<file path="config.mk">
export PLATFORM = sky130hd
export DESIGN_NAME = slot_hp_ctrl
export DESIGN_NICKNAME = d
export VERILOG_FILES = /design/src/rtl/slot_hp_pkg.sv /design/src/rtl/slot_ctl_regs.sv /design/src/rtl/slot_sts_regs.sv /design/src/rtl/slot_hp_notify.sv /design/src/rtl/slot_hp_ctrl.sv
export SDC_FILE = /design/constraint.sdc
export NUM_CORES = 1
export LEC_CHECK = 0
export ABC_AREA = 0
export BUFFER_PORTS_ARGS = -buffer_cell sky130_fd_sc_hd__buf_2
export CAP_MARGIN = 20
export CORE_MARGIN = 2
export CORE_UTILIZATION = 40
export CTS_BUF_LIST = sky130_fd_sc_hd__clkbuf_4 sky130_fd_sc_hd__clkbuf_8
export CTS_CLUSTER_SIZE = 16
export DETAILED_ROUTE_END_ITERATION = 12
export HOLD_SLACK_MARGIN = 0.05
export PLACE_DENSITY = 0.76
export REMOVE_ABC_BUFFERS = 1
export SYNTH_ARGS = -nofsm -noshare
export SYNTH_HDL_FRONTEND = slang
export SYNTH_SLANG_ARGS = --single-unit
</file>
<file path="constraint.sdc">
create_clock -name clk -period 5.8 [get_ports clk]
set_input_delay 0.58 -clock clk [delete_from_list [all_inputs] [get_ports clk]]
set_output_delay 0.58 -clock clk [all_outputs]
set_load 0.02 [all_outputs]
</file>
<file path="src/rtl/slot_hp_pkg.sv">
// Shared constants for the slot hot-plug controller.
// Bit positions follow the standard slot control/status layout, which
// the requirements and software depend on.
package slot_hp_pkg;
    localparam int DW      = 16;
    localparam int AW      = 2;

    // status bit positions
    localparam int S_BTN   = 0;
    localparam int S_PCHG  = 3;
    localparam int S_CDONE = 4;
    localparam int S_PRES  = 6;
    localparam int S_LOCK  = 7;

    // control bit positions
    localparam int C_HPIE  = 5;
    localparam int C_LTOG  = 11;

    // event bits share positions in control (enables) and status
    localparam logic [DW-1:0] EVT_MASK  = 16'h0019;
    // writable control bits, interlock toggle included
    localparam logic [DW-1:0] CTL_WMASK = 16'h0BF9;
    // control after reset: both indicators at off code 2'b11
    localparam logic [DW-1:0] CTL_RST   = 16'h03C0;

    typedef enum logic [AW-1:0] {
        A_CTL = 2'd0,
        A_STS = 2'd1,
        A_VEC = 2'd2
    } reg_sel_e;
endpackage

</file>
<file path="src/rtl/slot_ctl_regs.sv">
// Slot control register and interrupt message number register.
// Assumes one write per cycle; the interlock toggle bit is never stored,
// it is turned into a one-cycle pulse instead.
module slot_ctl_regs
    import slot_hp_pkg::*;
#(
    parameter int VEC_W = 5
) (
    input  logic             clk,
    input  logic             rst_n,
    input  logic             wr_ctl,
    input  logic             wr_vec,
    input  logic [1:0]       be,
    input  logic [DW-1:0]    wdata,
    output logic [DW-1:0]    ctl_q,
    output logic [VEC_W-1:0] vec_q,
    output logic             lock_tog,
    output logic             cmd_done
);
    localparam logic [DW-1:0] TOG_BIT = DW'(1) << C_LTOG;

    logic [DW-1:0] be_mask;
    logic [DW-1:0] wmask;
    logic [DW-1:0] ctl_d;

    // expand byte enables and form the stored-bit write mask
    always_comb begin
        be_mask = {{8{be[1]}}, {8{be[0]}}};
        wmask   = CTL_WMASK & be_mask & ~TOG_BIT;
        ctl_d   = (ctl_q & ~wmask) | (wdata & wmask);
    end

    // command and toggle pulses derived from the write
    assign cmd_done = wr_ctl;
    assign lock_tog = wr_ctl & be[1] & wdata[C_LTOG];

    // control register storage
    always_ff @(posedge clk) begin
        if (!rst_n)
            ctl_q <= CTL_RST;
        else if (wr_ctl)
            ctl_q <= ctl_d;
    end

    // message number storage
    always_ff @(posedge clk) begin
        if (!rst_n)
            vec_q <= '0;
        else if (wr_vec && be[0])
            vec_q <= wdata[VEC_W-1:0];
    end
endmodule

</file>
<file path="src/rtl/slot_sts_regs.sv">
// Slot status register: event bits with write-1-to-clear, presence
// state and interlock state. Assumes slot requests are single-cycle.
// A new event in the same cycle as a clear of that bit wins.
module slot_sts_regs
    import slot_hp_pkg::*;
(
    input  logic          clk,
    input  logic          rst_n,
    input  logic          wr_sts,
    input  logic [1:0]    be,
    input  logic [DW-1:0] wdata,
    input  logic          cmd_done,
    input  logic          lock_tog,
    input  logic          ins_req,
    input  logic          rem_req,
    input  logic          boot_pres,
    input  logic          btn,
    output logic [DW-1:0] sts_q,
    output logic          busy
);
    logic btn_q, pchg_q, cdone_q, pres_q, lock_q;
    logic [DW-1:0] clr;
    logic ins_ok, rem_ok;

    // requests are refused while the interlock is engaged
    assign ins_ok = ins_req & ~lock_q;
    assign rem_ok = rem_req & ~lock_q & ~ins_req;

    // write-1-to-clear mask limited to event bits
    assign clr = wr_sts ? (wdata & {{8{be[1]}}, {8{be[0]}}} & EVT_MASK) : '0;

    // event bits: set on event, else cleared by software
    always_ff @(posedge clk) begin
        if (!rst_n) begin
            btn_q   <= 1'b0;
            pchg_q  <= 1'b0;
            cdone_q <= 1'b0;
        end else begin
            btn_q   <= btn | (btn_q & ~clr[S_BTN]);
            pchg_q  <= ins_ok | rem_ok | (pchg_q & ~clr[S_PCHG]);
            cdone_q <= cmd_done | (cdone_q & ~clr[S_CDONE]);
        end
    end

    // presence and interlock state
    always_ff @(posedge clk) begin
        if (!rst_n) begin
            pres_q <= 1'b0;
            lock_q <= 1'b0;
        end else begin
            if (ins_ok || boot_pres)
                pres_q <= 1'b1;
            else if (rem_ok)
                pres_q <= 1'b0;
            lock_q <= lock_q ^ lock_tog;
        end
    end

    // refusal indication, one cycle after the request
    always_ff @(posedge clk) begin
        if (!rst_n)
            busy <= 1'b0;
        else
            busy <= (ins_req | rem_req) & lock_q;
    end

    // assemble the readable status word
    always_comb begin
        sts_q          = '0;
        sts_q[S_BTN]   = btn_q;
        sts_q[S_PCHG]  = pchg_q;
        sts_q[S_CDONE] = cdone_q;
        sts_q[S_PRES]  = pres_q;
        sts_q[S_LOCK]  = lock_q;
    end


    cmd_sets_done_chk: assert property (@(posedge clk) disable iff (!rst_n)
        cmd_done |=> cdone_q);

    lock_toggles_chk: assert property (@(posedge clk) disable iff (!rst_n)
        lock_tog |=> (lock_q != $past(lock_q)));

    refuse_chk: assert property (@(posedge clk) disable iff (!rst_n)
        ((ins_req || rem_req) && lock_q && !boot_pres) |=> (busy && $stable(pres_q)));

    insert_chk: assert property (@(posedge clk) disable iff (!rst_n)
        (ins_req && !lock_q) |=> (pres_q && pchg_q));
endmodule

</file>
<file path="src/rtl/slot_hp_notify.sv">
// Notification engine: derives the enable-masked event condition,
// tracks its previous value, and on each change signals through MSI-X,
// MSI or the INTx level. Assumes the enables are stable for a cycle.
module slot_hp_notify
    import slot_hp_pkg::*;
#(
    parameter int VEC_W = 5
) (
    input  logic             clk,
    input  logic             rst_n,
    input  logic [DW-1:0]    ctl_q,
    input  logic [DW-1:0]    sts_q,
    input  logic             sts_wr,
    input  logic             msix_en,
    input  logic             msi_en,
    input  logic [VEC_W-1:0] vec,
    output logic             msix_req,
    output logic             msi_req,
    output logic [VEC_W-1:0] req_vec,
    output logic             intx
);
    logic cond, cond_q;

    // condition: master enable and any enabled pending event
    assign cond = ctl_q[C_HPIE] & (|(sts_q & ctl_q & EVT_MASK));

    // change tracking and routing of the notification
    always_ff @(posedge clk) begin
        if (!rst_n) begin
            cond_q   <= 1'b0;
            msix_req <= 1'b0;
            msi_req  <= 1'b0;
            req_vec  <= '0;
            intx     <= 1'b0;
        end else begin
            msix_req <= 1'b0;
            msi_req  <= 1'b0;
            if (cond != cond_q) begin
                cond_q <= cond;
                if (msix_en) begin
                    msix_req <= 1'b1;
                    req_vec  <= vec;
                end else if (msi_en) begin
                    msi_req  <= 1'b1;
                    req_vec  <= vec;
                end else begin
                    intx     <= cond;
                end
            end else if (sts_wr && !msix_en && !msi_en && !cond) begin
                intx <= 1'b0;
            end
        end
    end


    msix_mode_chk: assert property (@(posedge clk) disable iff (!rst_n)
        msix_req |-> $past(msix_en));

    msi_mode_chk: assert property (@(posedge clk) disable iff (!rst_n)
        msi_req |-> ($past(msi_en) && !$past(msix_en)));

    pulse_on_change_chk: assert property (@(posedge clk) disable iff (!rst_n)
        (msix_req || msi_req) |-> (cond_q != $past(cond_q)));

    intx_mode_chk: assert property (@(posedge clk) disable iff (!rst_n)
        !$stable(intx) |-> (!$past(msix_en) && !$past(msi_en)));
endmodule

</file>
<file path="src/rtl/slot_hp_ctrl.sv">
// Top of the slot hot-plug controller: decodes the register port,
// multiplexes read data and connects the control, status and
// notification pieces. Assumes at most one register write per cycle.
module slot_hp_ctrl
    import slot_hp_pkg::*;
#(
    parameter int VEC_W = 5
) (
    input  logic             clk,
    input  logic             rst_n,
    input  logic             reg_wr,
    input  logic [AW-1:0]    reg_addr,
    input  logic [1:0]       reg_be,
    input  logic [DW-1:0]    reg_wdata,
    output logic [DW-1:0]    reg_rdata,
    input  logic             slot_insert,
    input  logic             slot_remove,
    input  logic             slot_boot_present,
    input  logic             slot_button,
    output logic             slot_busy,
    input  logic             msix_en,
    input  logic             msi_en,
    output logic             msix_req,
    output logic             msi_req,
    output logic [VEC_W-1:0] irq_vec,
    output logic             intx_out
);
    logic wr_ctl, wr_sts, wr_vec;
    logic [DW-1:0] ctl_q, sts_q;
    logic [VEC_W-1:0] vec_q;
    logic lock_tog, cmd_done;

    // write decode: a write with no byte enabled is not a command
    assign wr_ctl = reg_wr && (|reg_be) && (reg_addr == A_CTL);
    assign wr_sts = reg_wr && (|reg_be) && (reg_addr == A_STS);
    assign wr_vec = reg_wr && (|reg_be) && (reg_addr == A_VEC);

    // read multiplexer
    always_comb begin
        case (reg_addr)
            A_CTL:   reg_rdata = ctl_q;
            A_STS:   reg_rdata = sts_q;
            A_VEC:   reg_rdata = {{(DW-VEC_W){1'b0}}, vec_q};
            default: reg_rdata = '0;
        endcase
    end

    slot_ctl_regs #(.VEC_W(VEC_W)) u_ctl (
        .clk      (clk),
        .rst_n    (rst_n),
        .wr_ctl   (wr_ctl),
        .wr_vec   (wr_vec),
        .be       (reg_be),
        .wdata    (reg_wdata),
        .ctl_q    (ctl_q),
        .vec_q    (vec_q),
        .lock_tog (lock_tog),
        .cmd_done (cmd_done)
    );

    slot_sts_regs u_sts (
        .clk       (clk),
        .rst_n     (rst_n),
        .wr_sts    (wr_sts),
        .be        (reg_be),
        .wdata     (reg_wdata),
        .cmd_done  (cmd_done),
        .lock_tog  (lock_tog),
        .ins_req   (slot_insert),
        .rem_req   (slot_remove),
        .boot_pres (slot_boot_present),
        .btn       (slot_button),
        .sts_q     (sts_q),
        .busy      (slot_busy)
    );

    slot_hp_notify #(.VEC_W(VEC_W)) u_ntf (
        .clk      (clk),
        .rst_n    (rst_n),
        .ctl_q    (ctl_q),
        .sts_q    (sts_q),
        .sts_wr   (wr_sts),
        .msix_en  (msix_en),
        .msi_en   (msi_en),
        .vec      (vec_q),
        .msix_req (msix_req),
        .msi_req  (msi_req),
        .req_vec  (irq_vec),
        .intx     (intx_out)
    );


    toggle_reads_zero_chk: assert property (@(posedge clk) disable iff (!rst_n)
        (reg_addr == A_CTL) |-> !reg_rdata[C_LTOG]);
endmodule

</file>
==> results.py <==
metrics = {
    "timing": {
        "clock_skew_ns": 0.00625,
        "rsz0062_at_grt": "false",
        "finalSetupTns_ns": 0,
        "slew_viol_final": 0,
        "finalHoldViolCount": 0,
        "final.period_utilization_pct": 36.8,
        "finalSetupViolCount": 0,
        "period_minus_slack_ns": 2.14,
        "setup_ws_ns": 3.66,
        "tightest_slew_ns": 0.642,
        "holdWs_ns": 0.458,
        "max-slew-margin-rel_pct": 57.1,
        "max_freq_mhz": 468,
    },
    "die": {
        "die_h_um": 61.2,
        "start_util_pct": 42.6,
        "rows": 20,
        "dieArea_um2": 3750,
        "die_w_um": 61.2,
        "coreArea_um2": 3080,
        "ios": 54,
    },
    "drt": {
        "drc": 0,
        "finalWirelength_mm": 2.53,
        "wl_per_cell_um": 11.0,
        "routed-via-count": 1073,
        "postRouteAntennaNets": 0,
        "drtIter0Drc": 20,
        "viasPerCell": 4.67,
        "drt_first_pass_iters": 4,
    },
    "global_routing": {
        "grt_max_degree": 30,
        "grtUsageTotal_pct": 14.4,
        "grt_pass1_wl_mm": 4.12,
        "antenna_found_initial": 0,
        "grt_pass1_vias": 968,
        "grt_overflow_total": 0,
    },
    "logic_synthesis": {
        "synth-adder-area-share_pct": 0.955,
        "synth-compound-area-share_pct": 10.2,
        "synth-edff-count": 0,
        "post-synth-top-area-cell": "dfxtp_1",
        "ys.flop_type": "dfxtp_1",
        "synth-async-reset-ratio_pct": 0,
        "ys.warnings.count": 0,
        "synth_top_area_share_pct": 42.8,
        "syn-cell-area_um2": 1310,
        "synthTopCellsByArea": "dfxtp_1 (43%), mux2i_1 (14%), nand2_1 (7.7%)",
        "syn_avg_cell_area_um2": 8.85,
        "yosys.area_share.simple_pct": 24.4,
        "synth_top_family_by_area": "simple AND/OR/NAND/NOR gates",
        "synth_seq_cells": 28,
        "muxShareOfSynthArea_pct": 13.8,
        "ys_types": 29,
        "synthMostInstantiatedCell": "dfxtp_1",
        "synth_xor_xnor_area_share_pct": 0.669,
        "netlist_instances": 148,
        "synth_commonest_cells": "dfxtp_1 (28), nand2_1 (27), mux2i_1 (18), nor2b_1 (13)",
        "yosysSeqAreaShare_pct": 42.8,
    },
    "clock_tree": {
        "clockBufferDepth": 2,
        "cts_resized": 0,
        "cts_tree": "yes",
        "root_buffer": "clkbuf_4",
        "cts_buffers": 3,
        "post_cts_buffers": 0,
        "clk_latency_ns": 0.32,
        "cts.sinks": 28,
        "ctsHoldBuffers": 0,
        "ctsHtreeMaxLevel": 1,
        "clk_pin_slew_ns": 0.14,
    },
    "setup_path": {
        "critPathMaxFanout": 11,
        "reg2reg_slack_ns": 3.69,
        "critical_path_required_ns": 5.22,
        "r2r-end": "u_ntf.req_vec[3]$_SDFFE_PN0P_",
        "r2r_start": "u_sts.cdone_q$_SDFF_PN0_",
        "crit_type": "in2out",
        "cp-end-kind": "primary output",
        "start_kind": "primary input",
        "reg2reg_depth": 6,
        "crit_arrival_ns": 1.56,
    },
    "hold_path": {
        "holdPathStages": 3,
        "hold_path_class": "in2reg",
        "hp-start": "reg_wdata[7]",
    },
    "power": {
        "p_switching_uw": 79.1,
        "p_sw_share_pct": 25.0,
        "power.share.sequential_pct": 63.0,
        "ir_drop_v": 0.000131,
        "p_leak_uw": 0.000747,
        "combinationalPowerShare_pct": 12.9,
        "p_int_uw": 238,
        "p_per_area_nw_per_um2": 205,
        "clkPwrFrac_pct": 24.0,
    },
    "final_layout": {
        "fillCellCount": 325,
        "fin_nets": 218,
        "utilization_pct": 50.2,
        "seq_area_um2": 561,
        "n_antenna_cell": 0,
        "finalNonFillerCells": 230,
        "drive_gt1_share_pct": 25.3,
        "syn2layout_area_growth_pct": 17.9,
        "multi_input_area_um2": 677,
    },
    "run_status": {
        "status": "finished clean",
    },
    "placement": {
        "port_buffers": 42,
        "dp_slack_ns": 3.67,
        "placed_cells": 227,
        "hpwl_mm": 1.90,
        "gp_congestion": 0.738,
    },
    "run": {
        "drv_cap": 0,
    },
}
## power groups by stage
stage / Combinational, uW / Sequential, uW / Clock (uW)
after CTS: 41.1 / 200 / 80.6
after detailed placement: 40.9 / 204 / 0
after global routing: 45.8 / 200 / 86.0
after floorplan: 22.0 / 203 / 0
final: 41.0 / 200 / 76.1
after global placement: 40.7 / 204 / 0
## kinds of logic (layout without fill, tap and decap cells)
| group | count (synthesis) | count (layout) |
|---|---|---|
| simple gates | 63 | 63 |
| flops | 28 | 28 |
| compound gates | 19 | 19 |
| mux | 18 | 18 |
| buf+inv | 17 | 50 |
| fa+ha+maj | 1 | 1 |
| other cells | 1 | 6 |
| xor+xnor | 1 | 1 |
## stage by stage
| step | power (uW) | cell area, um2 |
|---|---|---|
| after floorplan | 225 | 1260 |
| after global placement | 244 | 1520 |
| after detailed placement | 245 | 1520 |
| after CTS | 321 | 1540 |
| after global routing | 332 | 1540 |
| final | 317 | 1540 |
## final cells by class
class	count	share of cell area (%)
multi-input combinational	108	43.8
timing repair buffer	42	13.6
clock buffer	3	1.46
sequential	28	36.3
tap	44	3.57
inverter	5	1.22
## layout by cell type, fill, tap and decap left out, drive strengths merged, types with 3 or more instances in the layout
cell type	netlist	layout
a21boi	6	6
dfxtp	28	28
clkbuf	4	3
and2	6	6
mux2i	18	18
inv	5	5
conb	1	6
nand3	4	4
nor2b	13	13
buf	8	42
a21oi	3	3
o21ai	4	4
nand2	27	27
nor2	7	7
## layer usage
layer	wire length [um]	up-vias	track usage [%]
met5	0	-	0
met4	0	0	1.86
met3	180	0	3.78
met2	1160	47	25.1
met1	1190	462	18.4
li1	-	564	-
## critical path, cell delays in order
cell	delay (ns)
buf_2	0.19
nor2b_1	0.40
nand2_1	0.09
o21ai_0	0.10
buf_2	0.20
## worst max path at each step
stage | to | depth (start not counted) | startpoint
after floorplan | u_ntf.req_vec[0]$_SDFFE_PN0P_ | 6 | u_sts.cdone_q$_SDFF_PN0_
after global placement | reg_rdata[0] | 5 | reg_addr[1]
after detailed placement | reg_rdata[0] | 5 | reg_addr[1]
after CTS | reg_rdata[0] | 5 | reg_addr[1]
after global routing | u_ntf.req_vec[2]$_SDFFE_PN0P_ | 6 | u_sts.cdone_q$_SDFF_PN0_
final | reg_rdata[4] | 5 | reg_addr[1]
Note: power is estimated with default switching activity, not from simulation.
